$ cat src/rtl/fifo_irq_pkg.sv
package fifo_irq_pkg;
  localparam int IRQ_N   = 5;
  localparam int IDX_TXE = 0;
  localparam int IDX_TXO = 1;
  localparam int IDX_RXU = 2;
  localparam int IDX_RXO = 3;
  localparam int IDX_RXF = 4;
  typedef logic [IRQ_N-1:0] irq_vec_t;
endpackage

$ cat src/rtl/fifo_irq_buf.sv
module fifo_irq_buf #(
  parameter int DEPTH = 8,
  parameter int DW    = 8,
  localparam int AW   = (DEPTH > 1) ? $clog2(DEPTH) : 1,
  localparam int LW   = $clog2(DEPTH + 1)
) (
  input  logic          clk_i,
  input  logic          rst_ni,
  input  logic          flush_i,
  input  logic          push_i,
  input  logic [DW-1:0] wdata_i,
  input  logic          pop_i,
  output logic [DW-1:0] rdata_o,
  output logic [LW-1:0] level_o,
  output logic          full_o,
  output logic          empty_o
);
  logic [DW-1:0] mem_q [DEPTH];
  logic [AW-1:0] wptr_q, rptr_q;
  logic [LW-1:0] lvl_q;
  logic          push_ok, pop_ok;

  function automatic logic [AW-1:0] ptr_inc(input logic [AW-1:0] p);
    return (p == AW'(DEPTH - 1)) ? '0 : p + AW'(1);
  endfunction

  assign full_o  = (lvl_q == LW'(DEPTH));
  assign empty_o = (lvl_q == '0);
  assign push_ok = push_i & ~full_o;
  assign pop_ok  = pop_i & ~empty_o;
  assign level_o = lvl_q;
  assign rdata_o = mem_q[rptr_q];

  always_ff @(posedge clk_i or negedge rst_ni) begin
    if (!rst_ni) begin
      wptr_q <= '0;
      rptr_q <= '0;
      lvl_q  <= '0;
    end else if (flush_i) begin
      wptr_q <= '0;
      rptr_q <= '0;
      lvl_q  <= '0;
    end else begin
      if (push_ok) wptr_q <= ptr_inc(wptr_q);
      if (pop_ok)  rptr_q <= ptr_inc(rptr_q);
      lvl_q <= lvl_q + LW'(push_ok) - LW'(pop_ok);
    end
  end

  always_ff @(posedge clk_i) begin
    if (push_ok && !flush_i) mem_q[wptr_q] <= wdata_i;
  end
endmodule

$ cat src/rtl/fifo_irq_thr.sv
module fifo_irq_thr #(
  parameter int DEPTH = 8,
  parameter int TW    = 8
) (
  input  logic          clk_i,
  input  logic          rst_ni,
  input  logic          wr_i,
  input  logic [TW-1:0] wdata_i,
  output logic [TW-1:0] thr_o
);
  // out-of-range values are rejected so the depth can be probed
  always_ff @(posedge clk_i or negedge rst_ni) begin
    if (!rst_ni)                              thr_o <= '0;
    else if (wr_i && (int'(wdata_i) < DEPTH)) thr_o <= wdata_i;
  end
endmodule

$ cat src/rtl/fifo_irq_stat.sv
module fifo_irq_stat
  import fifo_irq_pkg::*;
#(
  parameter int DEPTH = 8,
  parameter int TW    = 8,
  localparam int LW   = $clog2(DEPTH + 1)
) (
  input  logic          clk_i,
  input  logic          rst_ni,
  input  logic [LW-1:0] tx_level_i,
  input  logic [LW-1:0] rx_level_i,
  input  logic [TW-1:0] tx_thr_i,
  input  logic [TW-1:0] rx_thr_i,
  input  logic          tx_over_ev_i,
  input  logic          rx_over_ev_i,
  input  logic          rx_under_ev_i,
  input  logic          clr_i,
  input  irq_vec_t      mask_i,
  output irq_vec_t      raw_o,
  output irq_vec_t      masked_o,
  output logic          irq_o
);
  localparam int NERR = 3;
  localparam int ERR_IDX [NERR] = '{IDX_TXO, IDX_RXU, IDX_RXO};

  logic [NERR-1:0] ev, err_q;
  assign ev = {rx_over_ev_i, rx_under_ev_i, tx_over_ev_i};

  for (genvar k = 0; k < NERR; k++) begin : g_err
    always_ff @(posedge clk_i or negedge rst_ni) begin
      if (!rst_ni) err_q[k] <= 1'b0;
      else         err_q[k] <= ev[k] | (err_q[k] & ~clr_i);
    end
    assign raw_o[ERR_IDX[k]] = err_q[k];
  end

  assign raw_o[IDX_TXE] = int'(tx_level_i) <= int'(tx_thr_i);
  assign raw_o[IDX_RXF] = int'(rx_level_i) >= int'(rx_thr_i) + 1;
  assign masked_o       = raw_o & mask_i;
  assign irq_o          = |masked_o;
endmodule

$ cat src/rtl/fifo_irq_ctrl.sv
module fifo_irq_ctrl
  import fifo_irq_pkg::*;
#(
  parameter int DEPTH = 8,
  parameter int DW    = 8,
  parameter int TW    = 8,
  localparam int LW   = $clog2(DEPTH + 1)
) (
  input  logic             clk_i,
  input  logic             rst_ni,
  input  logic             en_i,
  input  logic             bus_wr_i,
  input  logic [DW-1:0]    bus_wdata_i,
  input  logic             bus_rd_i,
  output logic [DW-1:0]    bus_rdata_o,
  input  logic             ser_pop_i,
  output logic [DW-1:0]    ser_tx_data_o,
  output logic             ser_tx_valid_o,
  input  logic             ser_push_i,
  input  logic [DW-1:0]    ser_rx_data_i,
  input  logic             tx_thr_wr_i,
  input  logic             rx_thr_wr_i,
  input  logic [TW-1:0]    thr_wdata_i,
  output logic [TW-1:0]    tx_thr_o,
  output logic [TW-1:0]    rx_thr_o,
  input  logic [IRQ_N-1:0] irq_mask_i,
  input  logic             err_clr_i,
  output logic [LW-1:0]    tx_level_o,
  output logic [LW-1:0]    rx_level_o,
  output logic [IRQ_N-1:0] raw_irq_o,
  output logic [IRQ_N-1:0] masked_irq_o,
  output logic             irq_o
);
  logic flush;
  logic tx_full, tx_empty, rx_full, rx_empty;

  assign flush = ~en_i;

  fifo_irq_buf #(.DEPTH(DEPTH), .DW(DW)) u_tx_buf (
    .clk_i, .rst_ni, .flush_i(flush),
    .push_i(en_i & bus_wr_i), .wdata_i(bus_wdata_i),
    .pop_i(en_i & ser_pop_i), .rdata_o(ser_tx_data_o),
    .level_o(tx_level_o), .full_o(tx_full), .empty_o(tx_empty)
  );

  fifo_irq_buf #(.DEPTH(DEPTH), .DW(DW)) u_rx_buf (
    .clk_i, .rst_ni, .flush_i(flush),
    .push_i(en_i & ser_push_i), .wdata_i(ser_rx_data_i),
    .pop_i(en_i & bus_rd_i), .rdata_o(bus_rdata_o),
    .level_o(rx_level_o), .full_o(rx_full), .empty_o(rx_empty)
  );

  assign ser_tx_valid_o = ~tx_empty;

  fifo_irq_thr #(.DEPTH(DEPTH), .TW(TW)) u_tx_thr (
    .clk_i, .rst_ni, .wr_i(tx_thr_wr_i), .wdata_i(thr_wdata_i), .thr_o(tx_thr_o)
  );
  fifo_irq_thr #(.DEPTH(DEPTH), .TW(TW)) u_rx_thr (
    .clk_i, .rst_ni, .wr_i(rx_thr_wr_i), .wdata_i(thr_wdata_i), .thr_o(rx_thr_o)
  );

  fifo_irq_stat #(.DEPTH(DEPTH), .TW(TW)) u_stat (
    .clk_i, .rst_ni,
    .tx_level_i(tx_level_o), .rx_level_i(rx_level_o),
    .tx_thr_i(tx_thr_o), .rx_thr_i(rx_thr_o),
    .tx_over_ev_i(en_i & bus_wr_i & tx_full),
    .rx_over_ev_i(en_i & ser_push_i & rx_full),
    .rx_under_ev_i(en_i & bus_rd_i & rx_empty),
    .clr_i(err_clr_i), .mask_i(irq_mask_i),
    .raw_o(raw_irq_o), .masked_o(masked_irq_o), .irq_o(irq_o)
  );
endmodule

$ cat config.mk
export PLATFORM = sky130hd
export DESIGN_NAME = fifo_irq_ctrl
export DESIGN_NICKNAME = d
export VERILOG_FILES = /design/src/rtl/fifo_irq_pkg.sv /design/src/rtl/fifo_irq_buf.sv /design/src/rtl/fifo_irq_thr.sv /design/src/rtl/fifo_irq_stat.sv /design/src/rtl/fifo_irq_ctrl.sv
export SDC_FILE = /design/constraint.sdc
export NUM_CORES = 1
export LEC_CHECK = 0
export BUFFER_PORTS_ARGS = -buffer_cell sky130_fd_sc_hd__clkbuf_2
export CORE_MARGIN = 10
export CORE_UTILIZATION = 58
export CTS_CLUSTER_SIZE = 28
export DETAILED_ROUTE_END_ITERATION = 16
export GPL_TIMING_DRIVEN = 1
export PLACE_DENSITY = 0.81
export SETUP_SLACK_MARGIN = 0.05
export SLEW_MARGIN = 20
export SYNTH_ARGS = -nofsm -noshare
export SYNTH_HDL_FRONTEND = slang
export SYNTH_SLANG_ARGS = --single-unit
$ cat constraint.sdc
create_clock -name clk_i -period 2.8 [get_ports clk_i]
set_input_delay 0.56 -clock clk_i [delete_from_list [all_inputs] [get_ports clk_i]]
set_output_delay 0.56 -clock clk_i [all_outputs]
set_load 0.005 [all_outputs]
==> impl_metrics.yaml, run 1 <==
setup_path:
  r2r_setup_slack_ns: 0.41
  critical_path_class: "reg -> out"
  critPathMaxFanout: 2
  cp-start-kind: "register"
  worstReg2RegStart: "u_tx_buf.level_o[1]"
  r2r-end: "u_tx_buf.level_o[2]"
  cp-end-kind: "output pin"
  startpoint: "u_rx_thr.thr_o[1]"
  arrival_ns: 2.39
  cp.required_ns: 2.24
  r2r_cells: 10
sta:
  timing.fmax_ghz: 0.338
  rsz0062_at_grt: "true"
  finalWorstSetupSlack_ns: -0.154
  report.final.setup_viol: 1
  relSlewSlack_pct: 35.2
  finClkSkew_ns: 0.00693
  worst_pin_slew_ns: 0.972
  finalHoldViolCount: 0
  period_share_pct: 106
  setup_tns_ns: -0.154
  timing.final.crit_period_ns: 2.95
  final_max_slew_viol_count: 0
floorplanning:
  rows: 40
  dieArea_mm2: 0.0170
  die_y_um: 130
  start_util_pct: 59.1
  die_w_um: 130
  pin_count: 91
  coreArea_mm2: 0.0120
routing:
  vias: 4030
  drt-met1-wl_mm: 5.78
  drc: 0
  viasPerCell: 5.68
  drt_iter0_markers: 442
  route.met3.wl_um: 549
  wl_met2_mm: 8.10
  wl_per_cell_um: 20.7
  routed_wl_mm: 14.7
  top_layer: "met4"
  first_pass_iters: 4
  postRouteAntennaNets: 0
clocking:
  clockBufferDepth: 2
  clk_pin_slew_worst_paths_ns: 0.07
  hold_buffers: 0
  cts_sinks: 167
  cts_tree: "built"
  htreeDepth: 4
  cts_made_buffers: 17
  clk_latency_ns: 0.43
  root_buffer: "clkbuf_16"
status:
  status: "complete, but fails checks"
  violations: "setup timing"
synthesis:
  yosys_warnings: 0
  syn-mean-instance-area_um2: 16.9
  netlist_top_cells_area: "edfxtp_1 (54%), dfrtp_1 (14%), mux4_2 (10%)"
  synth_nets: 489
  synth_top_area_cell: "edfxtp_1"
  yosys.cell_types.count: 41
  ys_seq_area_share_pct: 68.2
  synth_edf_count: 128
  ys_ff_latch: 167
  netlist.area_leader.share_pct: 54.4
  async_flop_share_pct: 23.4
  synth-main-ff-cell: "edfxtp_1"
  syn_inst: 419
  syn_area_mm2: 0.00707
placed_design:
  gp_congestion: 0.833
  dp_slack_ns: 0.109
  place_area_mm2: 0.00786
  place_hpwl_mm: 10.1
  port_buffers: 90
grt:
  grt_pass1_vias: 4274
  grt_overflow: 0
  grt_max_degree: 40
  grt_pass1_wl_mm: 23.3
  antenna_found_initial: 0
  track_usage_pct: 18.5
min_path:
  hold_class: "in -> async"
cells_and_area:
  design_area_mm2: 0.00854
  final_common_cell: "edfxtp_1"
  syn2layout_area_growth_pct: 20.8
  layout-drive-gt1-share_pct: 38.4
  finish.utilization_pct: 71.4
  layout_common_cells: "edfxtp_1 (128), clkbuf_2 (89), dfrtp_1 (39), mux4_2 (32), buf_4 (32)"
  n_antenna_cell: 0
  finalNetCount: 619
pwr:
  power.density_mw_per_mm2: 827
  leakagePower_nw: 3.41
  vdd_drop_max_v: 0.000576
flow_run:
  drv_cap: 0
through the flow:
stage | cells | hold slack, ns | power, mW
final | 709 | 0.273 | 7.06
after global routing | 709 | 0.319 | 7.39
after CTS | 708 | 0.305 | 7.09
after detailed placement | 673 | 0.498 | 4.63
after global placement | 673 | 0.496 | 4.54
after floorplan | 419 | 0.264 | 4.04
flip-flops by register name (all words and copies together) (netlist names):
name              count
u_tx_buf.wptr_q       3
u_rx_buf.wptr_q       3
u_tx_buf.mem_q       64
u_rx_buf.level_o      4
u_tx_buf.rptr_q       3
u_stat.raw_o          3
u_rx_buf.mem_q       64
u_rx_buf.rptr_q       3
u_tx_thr.thr_o        8
u_rx_thr.thr_o        8
u_tx_buf.level_o      4
logic make-up after synthesis:
kind of cell	after synthesis	share of synthesized area, %
AO/OA/AOI/OAI	28	2.50
XOR/XNOR	6	0.743
adder cells (fa/ha/maj)	31	5.70
buffers and inverters	36	2.09
flip-flops	167	68.2
multiplexers	55	13.8
AND/OR/NAND/NOR	96	6.96
layer usage:
layer  vias up  GRT usage, %
met5         -             0
li1       1850             -
met2        97          32.8
met3        25          4.43
met4         0          7.00
met1      2058          21.3
worst max-delay path by stage:
stage               depth (start not counted)  endpoint
floorplan                                   7     irq_o
global placement                            8     irq_o
detailed placement                          8     irq_o
CTS                                         8     irq_o
global route                                8     irq_o
finish                                      8     irq_o
synth_stat cells (2+ instances only):
master	number
nand2b_1	7
nand2_1	28
a21o_1	3
clkbuf_1	4
and2_1	19
o22ai_1	4
buf_4	2
mux2_2	22
nand3_1	7
fa_1	2
inv_1	24
or4_1	3
dfrtp_1	39
xor2_1	5
buf_1	2
edfxtp_1	128
ha_1	29
nor3_1	8
a21oi_1	6
o21ai_0	6
mux4_2	32
a21boi_0	3
nor2_1	14
buf_2	4
nor2b_1	2
report_power, final:
| part | internal (mW) | total [mW] | switching (mW) |
|---|---|---|---|
| Clock | 1.43 | 2.43 | 0.998 |
| Sequential | 2.82 | 2.94 | 0.114 |
| Combinational | 0.870 | 1.69 | 0.821 |
area by class of cell:
cell class	instances	area, um^2
clock buffer	18	429
clock inverter	14	186
fill	727	3420
inverter	24	90.1
multi-input combinational	216	2130
sequential	167	4820
tap	147	184
timing repair buffer	123	702
timing repair:
item	4_1_cts	5_1_grt
gates resized for setup	4	4
setup endpoints to repair	2	5
buffers inserted	3	1
hold endpoints to repair	0	0
pin swaps	7	6
critical path, stage by stage (launching register included):
cell	delay [ns]
dfrtp_1	0.39
ha_2	0.20
xnor2_2	0.13
ha_1	0.27
o21a_1	0.18
o2bb2ai_2	0.17
nor3_2	0.08
or4_1	0.39
buf_2	0.14
Power figures use the tool's default switching activity.
==> run 2: changes to the inputs <==
- CORE_MARGIN: 10 -> unset
==> run 2 against run 1 <==
The flow still finishes with violations (setup timing). Maximum frequency fell by 0.29%. Critical path depth did not move. Global-route usage up 4.7 points. Wire length decreased by 9.9%. Via count decreased by 1.4%. First-iteration DRC count down 45%. Final area fell by 0.29%. Non-clock buffer count is 3 higher. Sequential cell count unchanged. Clock skew grew 0.0014 ns. Clock power fell by 8%.
==> impl_metrics.yaml, run 2 (synthesized netlist as in run 1, its figures left out) <==
status:
  status: "complete, but fails checks"
  violations: "setup timing"
floorplanning:
  rows: 39
  dieArea_mm2: 0.0126
  die_w_um: 112
  pin_count: 91
  coreArea_mm2: 0.0117
  start_util_pct: 60.6
  die_y_um: 112
setup_path:
  worstReg2RegStart: "u_tx_buf.level_o[2]"
  critical_path_class: "reg -> out"
  cp.required_ns: 2.24
  r2r_cells: 11
  cp-end-kind: "output pin"
  critPathMaxFanout: 3
  arrival_ns: 2.40
  cp-start-kind: "register"
  r2r_setup_slack_ns: 0.47
  r2r-end: "u_tx_buf.level_o[2]"
cells_and_area:
  fill_cells: 699
  syn2layout_area_growth_pct: 20.5
  finalNetCount: 622
  final_common_cell: "edfxtp_1"
  layout_common_cells: "edfxtp_1 (128), clkbuf_2 (89), dfrtp_1 (39), buf_4 (34), mux4_2 (32)"
  top_regs: "u_rx_buf.mem_q: 64 flops, u_tx_buf.mem_q: 64 flops"
  design_area_mm2: 0.00852
  n_antenna_cell: 0
  finish.utilization_pct: 73.0
  layout-drive-gt1-share_pct: 38.1
pwr:
  power.density_mw_per_mm2: 803
  leakagePower_nw: 3.40
  vdd_drop_max_v: 0.000588
clocking:
  cts_tree: "built"
  clockBufferDepth: 2
  root_buffer: "clkbuf_16"
  clk_pin_slew_worst_paths_ns: 0.06
  cts_made_buffers: 17
  clk_latency_ns: 0.42
  htreeDepth: 4
  cts_sinks: 167
grt:
  grtUsageMet1_pct: 26.9
  grt_util_met3_pct: 7.94
  track_usage_pct: 23.1
  busiest_layer: "met2"
  gr-usage-met2_pct: 39.6
  antenna_found_initial: 0
  grt_pass1_wl_mm: 21.1
  grt_pass1_vias: 4162
  grt_max_degree: 40
  grt_overflow: 0
routing:
  postRouteAntennaNets: 0
  viasPerCell: 5.61
  wl_per_cell_um: 18.7
  drt_iter0_markers: 244
  vias: 3972
  drc: 0
  first_pass_iters: 4
  routed_wl_mm: 13.2
sta:
  rsz0062_at_grt: "true"
  finalHoldViolCount: 0
  worst_pin_slew_ns: 0.879
  relSlewSlack_pct: 41.4
  finClkSkew_ns: 0.00835
  period_share_pct: 106
  report.final.setup_viol: 1
  finalWorstSetupSlack_ns: -0.163
  timing.fmax_ghz: 0.338
  final_max_slew_viol_count: 0
  timing.final.crit_period_ns: 2.96
placed_design:
  place_area_mm2: 0.00787
  place_hpwl_mm: 8.83
  dp_slack_ns: 0.142
  port_buffers: 90
  gp_congestion: 0.800
min_path:
  hold_class: "in -> async"
flow_run:
  drv_cap: 0
## run 2: worst max-delay path by stage
| stage | slack, ns | endpoint | from |
|---|---|---|---|
| 2_1_floorplan | 0.31 | irq_o | u_rx_thr.thr_o[0] |
| 3_3_place_gp | 0.17 | irq_o | u_rx_thr.thr_o[0] |
| 3_5_place_dp | 0.14 | irq_o | u_rx_thr.thr_o[0] |
| 4_1_cts | -0.14 | irq_o | u_rx_thr.thr_o[1] |
| 5_1_grt | -0.28 | irq_o | u_rx_thr.thr_o[0] |
| 6_report | -0.16 | irq_o | u_rx_thr.thr_o[0] |
## run 2: layout make-up
class	instances	area [um^2]	share of cell area, %
clock buffer	24	472	5.54
clock inverter	8	97.6	1.15
inverter	24	90.1	1.06
multi-input combinational	216	2130	25.0
sequential	167	4820	56.6
tap	143	179	2.10
timing repair buffer	126	728	8.55
## run 2: metal layers
metal  share of wire (%)  vias to the layer above
met5                   0                        -
met1                  41                     2002
li1                    -                     1866
met4                 1.2                        0
met3                 4.2                       14
met2                  54                       90
## run 2: power by group
group          switching [mW]  internal (mW)
combinational           0.803          0.860
sequential              0.113           2.83
clock                   0.879           1.36
## run 2: what timing repair did
item | 4_1_cts | 5_1_grt
pin swaps | 6 | 4
gates resized for setup | 6 | 2
setup endpoints to repair | 1 | 3
setup buffers | 4 | 2
hold buffers | 0 | 0
## run 2: metrics by stage
step	TNS [ns]	power (mW)	hold slack, ns	cells
after global placement	0	4.51	0.497	670
after CTS	-0.142	6.87	0.307	706
after global routing	-0.373	7.20	0.306	708
after floorplan	0	4.04	0.264	419
after detailed placement	0	4.58	0.503	670
final	-0.163	6.84	0.262	708
## run 2: worst max-delay path, cell delays in order, from the launching register on
cell       delay, ns
dfrtp_1         0.41
ha_2            0.21
xnor2_1         0.12
ha_1            0.27
o21a_1          0.20
o2bb2ai_2       0.19
nor3_2          0.07
or4_1           0.39
clkbuf_2        0.12
==> run 3: changes to the inputs <==
- ABC_AREA: unset -> 1
==> run 3 against run 2 <==
The flow finishes with violations (DRC). Sequential cell count unchanged. Die area increased by 5.2%. Register-to-register slack improved by 0.02 ns. First-iteration DRC count increased by 68%. Synthesized cell count increased by 65%. Clock skew about the same. Clock power increased by 3%. Maximum frequency increased by 17%. Critical path depth increased by 1. Worst hold slack improved by 0.0098 ns. Core utilization decreased by 4.3 points. Sequential share of layout area decreased by 0.77 points. Largest cell class unchanged.
==> impl_metrics.yaml, run 3 <==
cells_and_area:
  n_antenna_cell: 0
  layout-drive-gt1-share_pct: 18.9
  layout_common_cells: "nor2_1 (143), edfxtp_1 (128), nand2_1 (120), clkbuf_2 (90), inv_1 (57)"
  syn2layout_area_growth_pct: 16.0
  design_area_mm2: 0.00864
  finish.utilization_pct: 68.7
  fill_cells: 870
  final_cells: 980
  final_common_cell: "nor2_1"
  top_regs: "u_rx_buf.mem_q: 64 flops, u_tx_buf.mem_q: 64 flops"
  ff_latch_area_mm2: 0.00482
  multi_input_area_mm2: 0.00218
  finalNetCount: 867
floorplanning:
  pin_count: 91
  start_util_pct: 59.2
  die_w_um: 115
  coreArea_mm2: 0.0126
  rows: 41
  dieArea_mm2: 0.0133
  die_y_um: 115
sta:
  finClkSkew_ns: 0.00799
  report.final.setup_viol: 0
  timing.final.crit_period_ns: 2.54
  rsz0062_at_grt: "false"
  fin_hold_ws_ns: 0.272
  relSlewSlack_pct: 35.4
  final_max_slew_viol_count: 0
  timing.fmax_ghz: 0.393
  worst_pin_slew_ns: 0.970
  finalHoldViolCount: 0
  setup_tns_ns: 0
  finalWorstSetupSlack_ns: 0.259
  period_share_pct: 90.8
synthesis:
  synth_nets: 762
  syn-mean-instance-area_um2: 10.8
  yosys_warnings: 0
  syn_inst: 692
  ys_ff_latch: 167
  syn_area_mm2: 0.00744
  synth_commonest_cells: "nor2_1 (143), edfxtp_1 (128), nand2_1 (120)"
  netlist_top_cells_area: "edfxtp_1 (52%), dfrtp_1 (13%), nor2_1 (7.2%)"
  async_flop_share_pct: 23.4
  synth-main-ff-cell: "edfxtp_1"
  ys_seq_area_share_pct: 64.8
  yosys.cell_types.count: 35
  netlist.area_leader.share_pct: 51.6
  yosysMostFrequentCell: "nor2_1"
  synth_top_area_cell: "edfxtp_1"
  synth_edf_count: 128
setup_path:
  r2r-end: "u_tx_buf.level_o[2]"
  r2r_setup_slack_ns: 0.49
  cp-end-kind: "output pin"
  worstReg2RegStart: "u_tx_buf.level_o[2]"
  arrival_ns: 1.98
  critical_path_class: "reg -> out"
  cp-start-kind: "register"
  cp.required_ns: 2.24
  r2r_cells: 11
  critPathMaxFanout: 4
clocking:
  root_buffer: "clkbuf_16"
  hold_buffers: 0
  cts_made_buffers: 17
  cts_sinks: 167
  htreeDepth: 4
  clockBufferDepth: 2
  clk_pin_slew_worst_paths_ns: 0.06
  clk_latency_ns: 0.43
  cts_tree: "built"
routing:
  drt_iter0_markers: 409
  vias: 5271
  drt-met1-wl_mm: 6.35
  route.met3.wl_um: 909
  top_layer: "met4"
  viasPerCell: 5.38
  wl_met2_mm: 7.88
  routed_wl_mm: 15.5
  first_pass_iters: 13
  drc: 2
  wl_per_cell_um: 15.8
  postRouteAntennaNets: 0
pwr:
  power.density_mw_per_mm2: 912
  leakagePower_nw: 3.72
  vdd_drop_max_v: 0.000597
  power.total_mw: 7.87
placed_design:
  dp_slack_ns: 0.504
  place_area_mm2: 0.00805
  dp_cells: 950
  place_hpwl_mm: 10.3
  gp_congestion: 0.816
  port_buffers: 90
grt:
  antenna_found_initial: 0
  grt_pass1_vias: 5261
  grt_overflow: 0
  grt_max_degree: 40
  track_usage_pct: 24.9
  grt_pass1_wl_mm: 24.6
status:
  violations: "DRC"
  status: "complete, but fails checks"
flow_run:
  drv_cap: 0
min_path:
  hold_class: "in -> async"
-- run 3: cell count changes after synthesis, moves of 18 or more --
cell | previous run | this run
inv_1 | 24 | 57
nor2_1 | 14 | 143
o21ai_0 | 6 | 56
and2_1 | 19 | 1
o21ai_1 | 0 | 51
mux2_2 | 22 | 0
nand2_1 | 28 | 120
mux4_2 | 32 | 0
-- run 3: worst max-delay path by stage --
stage | from | end | depth (start not counted) | slack, ns
after global routing | u_rx_thr.thr_o[2] | irq_o | 9 | 0.09
after CTS | u_tx_buf.rptr_q[0] | ser_tx_data_o[7] | 6 | 0.07
after floorplan | u_tx_buf.level_o[2] | u_tx_buf.level_o[2] | 11 | 0.73
after detailed placement | en_i | u_tx_buf.mem_q[3][7] | 6 | 0.50
after global placement | u_tx_buf.level_o[2] | u_tx_buf.level_o[2] | 11 | 0.53
final | u_rx_thr.thr_o[1] | irq_o | 9 | 0.26
-- run 3: kinds of logic (layout without fill, tap and decap cells) --
group | Yosys count | in the layout | synth area share, %
XOR/XNOR | 2 | 2 | 0.235
AND/OR/NAND/NOR | 283 | 283 | 15.0
buffers and inverters | 86 | 202 | 5.95
adder cells (fa/ha/maj) | 31 | 31 | 5.41
flip-flops | 167 | 167 | 64.8
AO/OA/AOI/OAI | 123 | 123 | 8.66
-- run 3: per-layer routing --
metal | GRT usage (%) | up-vias
li1 | - | 2524
met1 | 29.2 | 2509
met2 | 42.7 | 203
met3 | 6.33 | 35
met4 | 12.6 | 0
met5 | 0 | -
-- run 3: where the power goes --
part / leakage [nW] / switching, mW / internal (mW)
Combinational: 1.79 / 1.52 / 0.935
Sequential: 1.65 / 0.212 / 2.90
Clock: 0.286 / 0.919 / 1.39
-- run 3: layout make-up --
cell class	instances	share of cell area [%]
well taps	172	2.49
flip-flops and latches	167	55.8
multi-input cells	439	25.2
inverters	62	2.75
repair buffers	110	6.95
clock buffers	17	4.93
clock inverters	13	1.81
-- run 3: repair_timing --
| item | 4_1_cts | 5_1_grt |
|---|---|---|
| resized for setup | 0 | 1 |
| buffers inserted | 0 | 0 |
| setup endpoints to repair | 0 | 8 |
-- run 3: critical path, cell delays in order (launching register included) --
cell and delay (ns):
dfrtp_1 0.41, nand2_1 0.10, nor2_1 0.12, xor2_1 0.17, ha_1 0.26, a21oi_1 0.15
nand2_1 0.08, nand3_1 0.10, nand2_1 0.06, clkbuf_2 0.11
